--- src/rtl/presc_pkg.sv ---
package presc_pkg;
  localparam int FINAL_DIV = 10;
  localparam int MID_CNT   = FINAL_DIV / 2 - 1;
  localparam int NSTG      = 4;

  // counter width wide enough for the fixed stage and the 2^N stage (max 127)
  function automatic int stage_width(input int thp);
    int w;
    w = $clog2(thp + 1);
    return (w > 7) ? w : 7;
  endfunction

  // core cycles between two edge ticks
  function automatic int unsigned half_cycles(input int m, input int n, input int thp);
    return FINAL_DIV * (m + 1) * (thp + 1) * (1 << n);
  endfunction
endpackage

--- src/rtl/presc_cfg.sv ---
module presc_cfg (
  input  logic       clk,
  input  logic       rst_n,
  input  logic       cfg_we,
  input  logic [7:0] cfg_byte,
  output logic [3:0] m_val,
  output logic [2:0] n_val
);
  always_ff @(posedge clk or negedge rst_n) begin
    if (!rst_n) begin
      m_val <= '0;
      n_val <= '0;
    end else if (cfg_we) begin
      m_val <= cfg_byte[6:3];
      n_val <= cfg_byte[2:0];
    end
  end


  field_slice_chk: assert property (@(posedge clk) disable iff (!rst_n)
    cfg_we |=> (m_val == $past(cfg_byte[6:3]) && n_val == $past(cfg_byte[2:0])));
endmodule

--- src/rtl/presc_stage.sv ---
module presc_stage #(
  parameter int W = 7
) (
  input  logic         clk,
  input  logic         rst_n,
  input  logic         clr,
  input  logic         step,
  input  logic [W-1:0] lim,
  output logic [W-1:0] cnt,
  output logic         wrap
);
  assign wrap = step && (cnt == lim);

  always_ff @(posedge clk or negedge rst_n) begin
    if (!rst_n)    cnt <= '0;
    else if (clr)  cnt <= '0;
    else if (wrap) cnt <= '0;
    else if (step) cnt <= cnt + 1'b1;
  end


  cnt_range_chk: assert property (@(posedge clk) disable iff (!rst_n)
    cnt <= lim);


  clr_zero_chk: assert property (@(posedge clk) disable iff (!rst_n)
    clr |=> cnt == '0);
endmodule

--- src/rtl/bitclk_prescaler.sv ---
module bitclk_prescaler #(
  parameter int THP = 24
) (
  input  logic       clk,
  input  logic       rst_n,
  input  logic       enable,
  input  logic       cfg_we,
  input  logic [7:0] cfg_byte,
  output logic       edge_tick,
  output logic       mid_tick,
  output logic       scl_phase
);
  import presc_pkg::*;

  localparam int SW = stage_width(THP);

  logic [3:0]      m_val;
  logic [2:0]      n_val;
  logic            clr;
  logic [NSTG-1:0] step;
  logic [NSTG-1:0] wrap;
  logic [SW-1:0]   lim [NSTG];
  logic [SW-1:0]   cnt [NSTG];
  logic            mid_hit;

  presc_cfg i_cfg (
    .clk(clk), .rst_n(rst_n), .cfg_we(cfg_we), .cfg_byte(cfg_byte),
    .m_val(m_val), .n_val(n_val)
  );

  assign clr = cfg_we || !enable;

  always_comb begin
    lim[0] = SW'(THP);
    lim[1] = SW'(m_val);
    lim[2] = SW'((1 << n_val) - 1);
    lim[3] = SW'(FINAL_DIV - 1);
  end

  assign step = {wrap[NSTG-2:0], enable};

  for (genvar g = 0; g < NSTG; g++) begin : g_stage
    presc_stage #(.W(SW)) i_stage (
      .clk(clk), .rst_n(rst_n), .clr(clr), .step(step[g]),
      .lim(lim[g]), .cnt(cnt[g]), .wrap(wrap[g])
    );
  end

  assign mid_hit = step[NSTG-1] && (cnt[NSTG-1] == SW'(MID_CNT));

  always_ff @(posedge clk or negedge rst_n) begin
    if (!rst_n) begin
      edge_tick <= 1'b0;
      mid_tick  <= 1'b0;
      scl_phase <= 1'b0;
    end else begin
      edge_tick <= wrap[NSTG-1] && !clr;
      mid_tick  <= mid_hit && !clr;
      if (clr)                scl_phase <= 1'b0;
      else if (wrap[NSTG-1])  scl_phase <= ~scl_phase;
    end
  end


  scl_toggle_chk: assert property (@(posedge clk) disable iff (!rst_n)
    edge_tick |-> scl_phase != $past(scl_phase));


  scl_hold_chk: assert property (@(posedge clk) disable iff (!rst_n)
    (!edge_tick && !$past(clr)) |-> $stable(scl_phase));


  tick_excl_chk: assert property (@(posedge clk) disable iff (!rst_n)
    $onehot0({edge_tick, mid_tick}));


  idle_quiet_chk: assert property (@(posedge clk) disable iff (!rst_n)
    !enable |=> (!edge_tick && !mid_tick && !scl_phase));
endmodule

--- config.mk ---
export PLATFORM = sky130hd
export DESIGN_NAME = bitclk_prescaler
export DESIGN_NICKNAME = d
export VERILOG_FILES = /design/src/rtl/presc_pkg.sv /design/src/rtl/presc_cfg.sv /design/src/rtl/presc_stage.sv /design/src/rtl/bitclk_prescaler.sv
export SDC_FILE = /design/constraint.sdc
export NUM_CORES = 1
export LEC_CHECK = 0
export ABC_AREA = 1
export CAP_MARGIN = 25
export CORE_UTILIZATION = 30
export CTS_CLUSTER_SIZE = 10
export DETAILED_ROUTE_END_ITERATION = 6
export MAX_ROUTING_LAYER = met4
export PLACE_DENSITY = 0.49
export SYNTH_ARGS = -nofsm -noshare
export SYNTH_HDL_FRONTEND = slang
export SYNTH_SLANG_ARGS = --single-unit
export TNS_END_PERCENT = 5
--- constraint.sdc ---
create_clock -name clk -period 2.65 [get_ports clk]
set_input_delay 0.265 -clock clk [delete_from_list [all_inputs] [get_ports clk]]
set_output_delay 0.265 -clock clk [all_outputs]
set_load 0.03 [all_outputs]
Yosys cells after proc, flatten, opt, wreduce, memory -nomap -nowiden
Cells that the tools add are included.
{"block": "totals", "elab_cells": 50, "register_bits": 38, "in_bits": 12, "output_inout_bits": 3}
{"block": "op_classes", "addsub": 5, "n_bitwise": 1, "shift": 1, "n_eq_ne": 5, "mux": 14, "reduce_logical": 15}
{"op": "7-bit 2-to-1 mux", "count": 12}
{"op": "7-bit by 1-bit adder with 7-bit output (second input constant)", "count": 4}
{"op": "3-bit nonzero test", "count": 4}
{"op": "7-bit by 3-bit equality test with 1-bit output (second input constant)", "count": 1}
{"op": "7-bit by 4-bit equality test with 1-bit output", "count": 1}
{"op": "7-bit by 4-bit equality test with 1-bit output (second input constant)", "count": 1}
{"op": "7-bit by 5-bit equality test with 1-bit output (second input constant)", "count": 1}
{"op": "7-bit equality test", "count": 1}
{"op": "1-bit logical AND", "count": 7}
{"op": "1-bit by 3-bit left shift with 7-bit output (first input constant)", "count": 1}
{"op": "7-bit by 2-bit subtractor with 7-bit output (second input constant)", "count": 1}
{"op": "1-bit zero test", "count": 2}
{"op": "1-bit 2-to-1 mux", "count": 2}
{"op": "2-bit nonzero test", "count": 1}
{"op": "1-bit logical OR", "count": 1}
{"op": "1-bit inverter", "count": 1}

Longest topological paths before layout
Gate-level depths: netlist (run 1).
{"block": "depth", "ltp_word": 7, "depth_mapped": 11, "mapped_depth_nobuf": 11}

Hierarchy
Synthesis (run 1) repeated with hierarchy kept, for this count alone.
{"block": "hier_totals", "cells_unflattened": 401, "area_unflattened_um2": 2633.8}
{"module": "presc_stage", "instances": 4, "cells_per_inst": 85, "area_each_um2": 538.0, "seq_area_each_um2": 175.2}
{"module": "presc_cfg", "instances": 1, "cells_per_inst": 30, "area_each_um2": 269.0, "seq_area_each_um2": 175.2}
{"module": "bitclk_prescaler", "instances": 1, "cells_per_inst": 31, "area_each_um2": 212.7, "seq_area_each_um2": 75.1}

Worst setup path after synthesis (run 1)
No wires, ideal clock.
{"block": "synth_timing", "path_type": "register to register", "start": "register g_stage[0].i_stage.cnt[0]", "end": "register g_stage[1].i_stage.cnt[5]", "setup_slack_ns": 1.186, "setup_ns": 0.118, "n_path_buf": 0, "synth_period_minus_slack_ns": 1.464, "arrival_ns": 1.345, "path_stages_with_launch": 11, "t_required_ns": 2.532, "cell_sequence": "dfrtp_1 > inv_1 > ha_1 > nand2_1 > nor2_1 > nand2_1 > nand2_2 > nand2_1 > nor2_1 > xor2_1 > nor2_1"}
{"block": "synth_via", "elab_chain_cells": 5, "word_cells_on_any_way": 6, "classes_between": "eq/ne (1); mux (2); reduce/logical (3)"}
{"element": "from (decl)", "line": "presc_stage.sv:9", "text": "output logic [W-1:0] cnt,"}
{"element": "from (signal assigned)", "line": "presc_stage.sv:18", "text": "else if (step) cnt <= cnt + 1'b1;"}
{"element": "7-bit by 5-bit equality test with 1-bit output (*)", "line": "presc_stage.sv:12", "text": "assign wrap = step && (cnt == lim);"}
{"element": "1-bit logical AND (*)", "line": "presc_stage.sv:12"}
{"element": "1-bit logical AND", "line": "presc_stage.sv:12"}
{"element": "7-bit 2-to-1 mux", "line": "presc_stage.sv:17", "text": "else if (wrap) cnt <= '0;"}
{"element": "7-bit 2-to-1 mux", "line": "presc_stage.sv:16", "text": "else if (clr) cnt <= '0;"}
{"element": "to (signal assigned)", "line": "presc_stage.sv:18"}
{"element": "to (decl)", "line": "presc_stage.sv:9"}
Mark *: on every way between the ends. The rest lies on a longest branch, timed or not.
A chain may end at the register's enable or synchronous reset.

Final worst setup path (run 1)
{"block": "layout_timing", "start": "register g_stage[0].i_stage.cnt[0]", "end": "register g_stage[2].i_stage.cnt[2]"}
{"block": "layout_via", "elab_chain_cells": 6, "word_cells_on_any_way": 7, "classes_between": "eq/ne (1); mux (2); reduce/logical (4)"}
{"element": "7-bit by 5-bit equality test with 1-bit output (*)", "line": "presc_stage.sv:12"}
{"element": "1-bit logical AND (*) (2 in series)", "line": "presc_stage.sv:12"}
{"element": "1-bit logical AND", "line": "presc_stage.sv:12"}
{"element": "7-bit 2-to-1 mux", "line": "presc_stage.sv:17"}
{"element": "7-bit 2-to-1 mux", "line": "presc_stage.sv:16"}
{"element": "to (signal assigned)", "line": "presc_stage.sv:18"}
{"element": "to (decl)", "line": "presc_stage.sv:9"}
Marked as above.

==> results.md, run 1 <==
* Outcome: finished clean
* GR Overflow Total at 0
* Global-route wire length before repair at 9.47 mm
* Ys flop type: dfrtp_1
* Seq cells post-synth at 38
* Reg-to-reg slack, setup at 0.90 ns
* Post-CTS Setup Inserts at 0
* Fin Setup TNS at 0 ns
* Clk buf depth at 2
* Crit Path Class: reg -> reg
* Port Buffer Count at 13
* Hpwl dp at 3.99 mm
* H-tree levels at 2
* Startpoint types: flip-flop
* Fillers at 853
* DR WL/cell at 11.9 um
* F_max at 572 MHz
* Syn. warnings at 0
* Metal2 WL at 2.60 mm
* Syn_nets at 359
* # diodes at 0
* Top Ports at 15
* Vias in the first global route at 2031
* FF-to-FF path depth at 8
* Cells after Synth at 340
* Clk Latency, worst-skew pair at 0.29 ns
* Uppermost layer routed: met4
* Post-DR vias/cell at 4.65
* Fraction of layout instances using a drive strength above 1 at 0.0501
* Largest cells by area after synthesis: dfrtp_1, nand2_1, inv_1
* Crit Path Max Fanout at 7
* Clock buffers created by TritonCTS at 5
* Hold WS at 0.100 ns
* Nets at 377
* CTS tree: built
* Avg Cell Area, Syn at 7.00 um2
* Die height at 91.1 um
* R2R Path Start: g_stage[0].i_stage.cnt[0]$_DFFE_PN0P_
* Via count at 2142
* Crit path capture type: flip-flop
* Min-delay worst type: in -> async
* Layout Skew at 0.00402 ns
* Largest net degree at the start of global routing at 39
* Residual DRC count at 0
* Starting density of the core at 0.310
* Tcrit/Tclk final at 0.660
* Top-count cell post-synth: nand2_1
* CTS clock-pin slew for the worst setup and hold paths at 0.08 ns
* Overall Global Routing Usage at 0.148
* PwrDens at 452 mW/mm2
* Layout area overhead at 15.1%
* Synth Cell Area at 0.00238 mm2
* Met3 wire len at 130 um
* Req. time, crit path at 2.88 ns
* Root Driver: clkbuf_8
* Rows at 32
* Routed Antenna Nets at 0
* First-pass detailed-route iteration total at 4
* Slowest CP cell: nor2_1
* Cell variety after synth at 25
* Initial antenna violation count at 0
* Normalized max-slew margin at 0.394
* Seq/Total Area, Yosys at 0.399
* Worst-Margin Slew at 0.909 ns
* End of the worst register-to-register path: g_stage[2].i_stage.cnt[2]$_DFFE_PN0P_
* Cells along the critical path: inv_1 > ha_1 > nand2_1 > nor2_1 > nand2_1 > nor2_1 > nand4_1 > nand2_1
* Async set-reset flop share out of synthesis at 1.00
* Peak VDD IR at 206 uV
* Clock Sinks at 38
* Crit path top cell by count: nand2_1
* Die width at 91.1 um
* CP Capture Point: g_stage[2].i_stage.cnt[2]$_DFFE_PN0P_
* Arrival time at the worst endpoint at 1.98 ns
* Die ar. at 0.00830 mm2
* # hold bufs at CTS at 0
* Setup Viol. Count Final at 0
* Initial DRC Count at 88
* Leak at 1.39 nW
* Area share of the largest cell type after synthesis at 0.399
* WL met1 at 2.72 mm
* Max Transition Viols Final at 0
* Core Region at 0.00769 mm2
* Post-layout min period at 1.75 ns
* Number of synthesized flops with an enable pin at 0
* WL final at 5.51 mm
* Final Hold Viols at 0
* CP startpoint: g_stage[0].i_stage.cnt[0]$_DFFE_PN0P_
* Top cells by count, synth: nand2_1, inv_1, dfrtp_1
* Max cap viols at 0
* Slowest Stage Delay on Critical Path at 0.48 ns
* Final GP Congestion at 0.838
* # resized after CTS at 0
* Post-synth top area cell: dfrtp_1
* RSZ-0062 raised after global routing: false
==> cells by family after synthesis <==
group / count (synthesis) / share of synthesized area
XOR/XNOR: 13 / 0.0478
AND/OR/NAND/NOR: 204 / 0.376
flip-flops: 38 / 0.399
adder cells (fa/ha/maj): 7 / 0.0368
buffers and inverters: 55 / 0.0893
AO/OA/AOI/OAI: 23 / 0.0510
==> sequential cells by signal, summed over array words and instances (netlist names) <==
signal               flops
g_stage.i_stage.cnt     28
i_cfg.m_val              4
i_cfg.n_val              3
edge_tick                1
mid_tick                 1
scl_phase                1
==> where the power goes <==
| part | internal [mW] | total, mW | switching (mW) |
|---|---|---|---|
| sequential | 0.590 | 0.603 | 0.0129 |
| clock | 0.277 | 0.500 | 0.222 |
| combinational | 0.0475 | 0.136 | 0.0888 |
| total | 0.915 | 1.24 | 0.324 |
==> worst min path at each step <==
stage,startpoint,to,slack [ns],cells past startpoint
finish,rst_n,g_stage[2].i_stage.cnt[3]$_DFFE_PN0P_,0.10,1
global route,rst_n,i_cfg.n_val[2]$_DFFE_PN0P_,0.17,1
CTS,rst_n,g_stage[2].i_stage.cnt[4]$_DFFE_PN0P_,0.13,1
detailed placement,rst_n,g_stage[2].i_stage.cnt[3]$_DFFE_PN0P_,0.47,1
global placement,rst_n,g_stage[2].i_stage.cnt[4]$_DFFE_PN0P_,0.46,1
floorplan,rst_n,edge_tick$_DFF_PN0_,-0.03,0
==> cells in the final DEF (no fill, tap or decap), drive strengths merged <==
| cell type | synthesis | final |
|---|---|---|
| nor3 | 9 | 9 |
| clkdlybuf4s50 | 0 | 12 |
| ha | 7 | 7 |
| xnor2 | 2 | 2 |
| nand3 | 30 | 30 |
| a21oi | 6 | 6 |
| nand3b | 3 | 3 |
| nand2 | 105 | 105 |
| nor4 | 1 | 1 |
| nand4 | 17 | 17 |
| dfrtp | 38 | 38 |
| buf | 2 | 4 |
| a21boi | 1 | 1 |
| o21ai | 16 | 16 |
| nor2 | 37 | 37 |
| inv | 50 | 50 |
| and3 | 1 | 1 |
| nor3b | 1 | 1 |
| bufinv | 0 | 1 |
| xor2 | 11 | 11 |
| clkinv | 0 | 2 |
| clkbuf | 3 | 5 |
==> metrics by stage <==
stage          worst slack (ns)  power, mW   util  instance area, um2  instances
6_report                  0.901       1.24  0.356                2740        461
5_1_grt                   0.747       1.31  0.356                2740        461
4_1_cts                   0.891       1.27  0.356                2740        461
3_5_place_dp              0.760      0.753  0.342                2630        453
3_3_place_gp              0.767      0.753  0.342                2630        453
2_1_floorplan              1.19      0.698      -                2380        340
==> per-layer routing <==
layer  vias to the layer above  GRT usage
li1                       1119          -
met1                      1000      0.185
met2                        21      0.239
met3                         2     0.0276
met4                         0     0.0569
met5                         -          -
==> layout make-up <==
| class | instances | area [um2] | area share |
|---|---|---|---|
| Timing Repair Buffer | 16 | 148 | 0.0539 |
| Sequential cell | 38 | 951 | 0.347 |
| Multi-Input combinational cell | 247 | 1220 | 0.444 |
| Tap cell | 102 | 128 | 0.0466 |
| Clock inverter | 3 | 40.0 | 0.0146 |
| Clock buffer | 5 | 68.8 | 0.0251 |
| Inverter | 50 | 188 | 0.0685 |
==> worst max-delay path, delay by kind of cell, from the launching register on <==
kind	cells	cell delay, ns
adder cells (fa/ha/maj)	1	0.14
flip-flops	1	0.42
AND/OR/NAND/NOR	6	1.06
buffers and inverters	1	0.07
Note: power is estimated with default switching activity, not from simulation.
==> run 2: changes to the inputs <==
==> constraint.sdc (replaced) <==
create_clock -name clk -period 1.7 [get_ports clk]
set_input_delay 0.17 -clock clk [delete_from_list [all_inputs] [get_ports clk]]
set_output_delay 0.17 -clock clk [all_outputs]
set_load 0.03 [all_outputs]
==> run 2 against run 1 <==
Effect of this change: sequential power grew 56%; combinational power up 81%; core utilization rose by 3.0 points; clock skew rose by 0.0058 ns; sequential cell count is the same; clock-buffer cell count up 2; final cell count increased by 3.7%; first-iteration DRC count fell by 3.4%.
==> results.md, run 2 (same netlist as run 1, synthesis figures left out) <==
* Worst path bufs/invs at 2 (+1)
* Min-delay worst type: in -> async
* F_max at 603 MHz (+5.4%)
* Max Transition Viols Final at 0 (unchanged)
* End of the worst register-to-register path: g_stage[3].i_stage.cnt[5]$_DFFE_PN0P_
* Layout Skew at 0.00985 ns (+0.00583 ns)
* Top Ports at 15 (unchanged)
* H-tree levels at 2 (unchanged)
* CTS clock-pin slew for the worst setup and hold paths at 0.09 ns (about the same)
* Via count at 2216 (+3.5%)
* Most flops, register: g_stage.i_stage.cnt
* Crit Path Max Fanout at 5 (-2)
* Post-layout min period at 1.66 ns (-0.0904 ns)
* Final GP Congestion at 0.873 (+4.2%)
* Peak VDD IR at 206 uV (about the same)
* Cells along the critical path: inv_1 > ha_2 > nand2_2 > nor2_4 > nand2_2 > inv_2 > nand4_1 > nor2_4 > nand2_4 > nand3_2 > nand2_1
* Die width at 91.1 um (unchanged)
* Tcrit/Tclk final at 0.976 (+0.316)
* Max reg flops at 28 (unchanged)
* Hold WS at 0.362 ns (+0.262 ns)
* Fin Setup TNS at 0 ns (unchanged)
* WL final at 5.82 mm (+5.6%)
* Layout area overhead at 24.8%
* Hpwl dp at 4.11 mm (+3.2%)
* Die height at 91.1 um (unchanged)
* RSZ-0062 raised after global routing: true
* Residual DRC count at 0 (unchanged)
* Top flop regs: g_stage.i_stage.cnt: 28 flops, i_cfg.m_val: 4 flops, i_cfg.n_val: 3 flops
* Worst-Margin Slew at 0.494 ns (-0.415 ns)
* Crit Path Class: reg -> reg
* Tot Pwr at 1.86 mW (+50%)
* First-pass detailed-route iteration total at 6 (+2)
* PwrDens at 625 mW/mm2 (+38%)
* Post-DR vias/cell at 4.64 (-0.22%)
* DR WL/cell at 12.2 um (+1.9%)
* Reg-to-reg slack, setup at 0.04 ns (-0.86 ns)
* Vias in the first global route at 2178 (+7.2%)
* Core Region at 0.00769 mm2 (unchanged)
* Die ar. at 0.00830 mm2 (unchanged)
* FF-to-FF path depth at 11 (+3)
* Root Driver: clkbuf_8
* Arrival time at the worst endpoint at 1.84 ns (-0.14 ns)
* Commonest non-fill, non-tap cells in the layout: nand2_1, inv_1, dfrtp_1
* Rows at 32 (unchanged)
* Clk Latency, worst-skew pair at 0.29 ns (about the same)
* Largest net degree at the start of global routing at 26 (-33%)
* Initial antenna violation count at 0 (unchanged)
* Overall Global Routing Usage at 0.153 (+0.00479)
* Slowest CP cell: dfrtp_1
* Delay-heaviest family, CP: simple AND/OR/NAND/NOR gates
* Leak at 1.50 nW (+8.3%)
* GR Overflow Total at 0 (unchanged)
* Final Hold Viols at 0 (unchanged)
* Initial DRC Count at 85 (-3.4%)
* Max cap viols at 0 (unchanged)
* Final core utilization at 0.386 (+0.0299)
* Outcome: finished clean
* Clock Sinks at 38 (unchanged)
* Normalized max-slew margin at 0.671 (+0.277)
* Setup Viol. Count Final at 0 (unchanged)
* Nets at 394 (+4.5%)
* R2R Path Start: g_stage[0].i_stage.cnt[0]$_DFFE_PN0P_
* Port Buffer Count at 13 (unchanged)
* Commonest non-fill, non-tap cell in the layout: nand2_1
* Fraction of layout instances using a drive strength above 1 at 0.152 (+0.101)
* # diodes at 0 (unchanged)
* Req. time, crit path at 1.88 ns (-1.00 ns)
* Clk buf depth at 2 (unchanged)
* Starting density of the core at 0.310 (unchanged)
* Fillers at 862 (+1.1%)
* CTS tree: built
* Clock buffers created by TritonCTS at 5 (unchanged)
* Crit path capture type: flip-flop
* Startpoint types: flip-flop
* Global-route wire length before repair at 9.87 mm (+4.2%)
* Slowest Stage Delay on Critical Path at 0.38 ns (-0.10 ns)
* Routed Antenna Nets at 0 (unchanged)
-- run 2: cell types whose count changed in the layout (fill, tap and decap cells not counted), moves of 3 or more --
cell,delta
buf_4,+14
nand2_1,-5
nand2_2,+4
nand3_1,-6
nand3_2,+6
nor2_1,-5
nor2_4,+3
nor3_1,-3
-- run 2: where the power goes --
part	internal, mW	switching (mW)	leakage (nW)	total, mW
Clock	0.328	0.343	0.0482	0.671
Sequential	0.921	0.0203	0.515	0.941
Combinational	0.0923	0.153	0.940	0.246
-- run 2: layout make-up --
class	instances	area, um2	area share
repair buffers	32	283	0.0952
well taps	102	128	0.0430
clock inverters	1	5.00	0.00168
clock buffers	7	86.3	0.0291
flip-flops and latches	38	953	0.321
multi-input cells	248	1330	0.447
inverters	50	188	0.0632
-- run 2: timing repair --
item / CTS / global route
hold endpoints to repair: 17 / 0
gates cloned: 0 / 1
resized for setup: 2 / 29
pin swaps: 0 / 10
setup endpoints to repair: 1 / 22
setup buffers: 0 / 2
hold buffers: 1 / 0
-- run 2: worst register-to-register path: stages (launching register included) --
cell,delay (ns)
dfrtp_1,0.38
inv_1,0.06
ha_2,0.16
nand2_2,0.07
nor2_4,0.12
nand2_2,0.09
inv_2,0.08
nand4_1,0.14
nor2_4,0.21
nand2_4,0.11
nand3_2,0.08
nand2_1,0.05
-- run 2: metal layers --
| metal | wire length (um) | track usage | vias up |
|---|---|---|---|
| li1 | - | - | 1152 |
| met3 | 132 | 0.0302 | 7 |
| met1 | 2860 | 0.193 | 1042 |
| met5 | 0 | - | - |
| met4 | 57 | 0.0542 | 0 |
| met2 | 2770 | 0.244 | 15 |
-- run 2: through the flow --
stage               setup WS (ns)  area, um2  instances
global route               -0.102       2970        478
detailed placement        -0.0849       2740        466
finish                     0.0411       2970        478
floorplan                   0.236       2380        340
global placement           -0.106       2740        466
CTS                        0.0114       2850        475
-- run 2: how the worst max path moves through the flow --
stage,start,end,depth (start not counted)
final,g_stage[0].i_stage.cnt[0]$_DFFE_PN0P_,g_stage[3].i_stage.cnt[5]$_DFFE_PN0P_,11
after global routing,g_stage[0].i_stage.cnt[0]$_DFFE_PN0P_,g_stage[3].i_stage.cnt[0]$_DFFE_PN0P_,11
after CTS,g_stage[0].i_stage.cnt[0]$_DFFE_PN0P_,g_stage[3].i_stage.cnt[1]$_DFFE_PN0P_,11
after detailed placement,enable,edge_tick$_DFF_PN0_,9
after global placement,enable,edge_tick$_DFF_PN0_,9
after floorplan,g_stage[0].i_stage.cnt[0]$_DFFE_PN0P_,g_stage[1].i_stage.cnt[5]$_DFFE_PN0P_,10
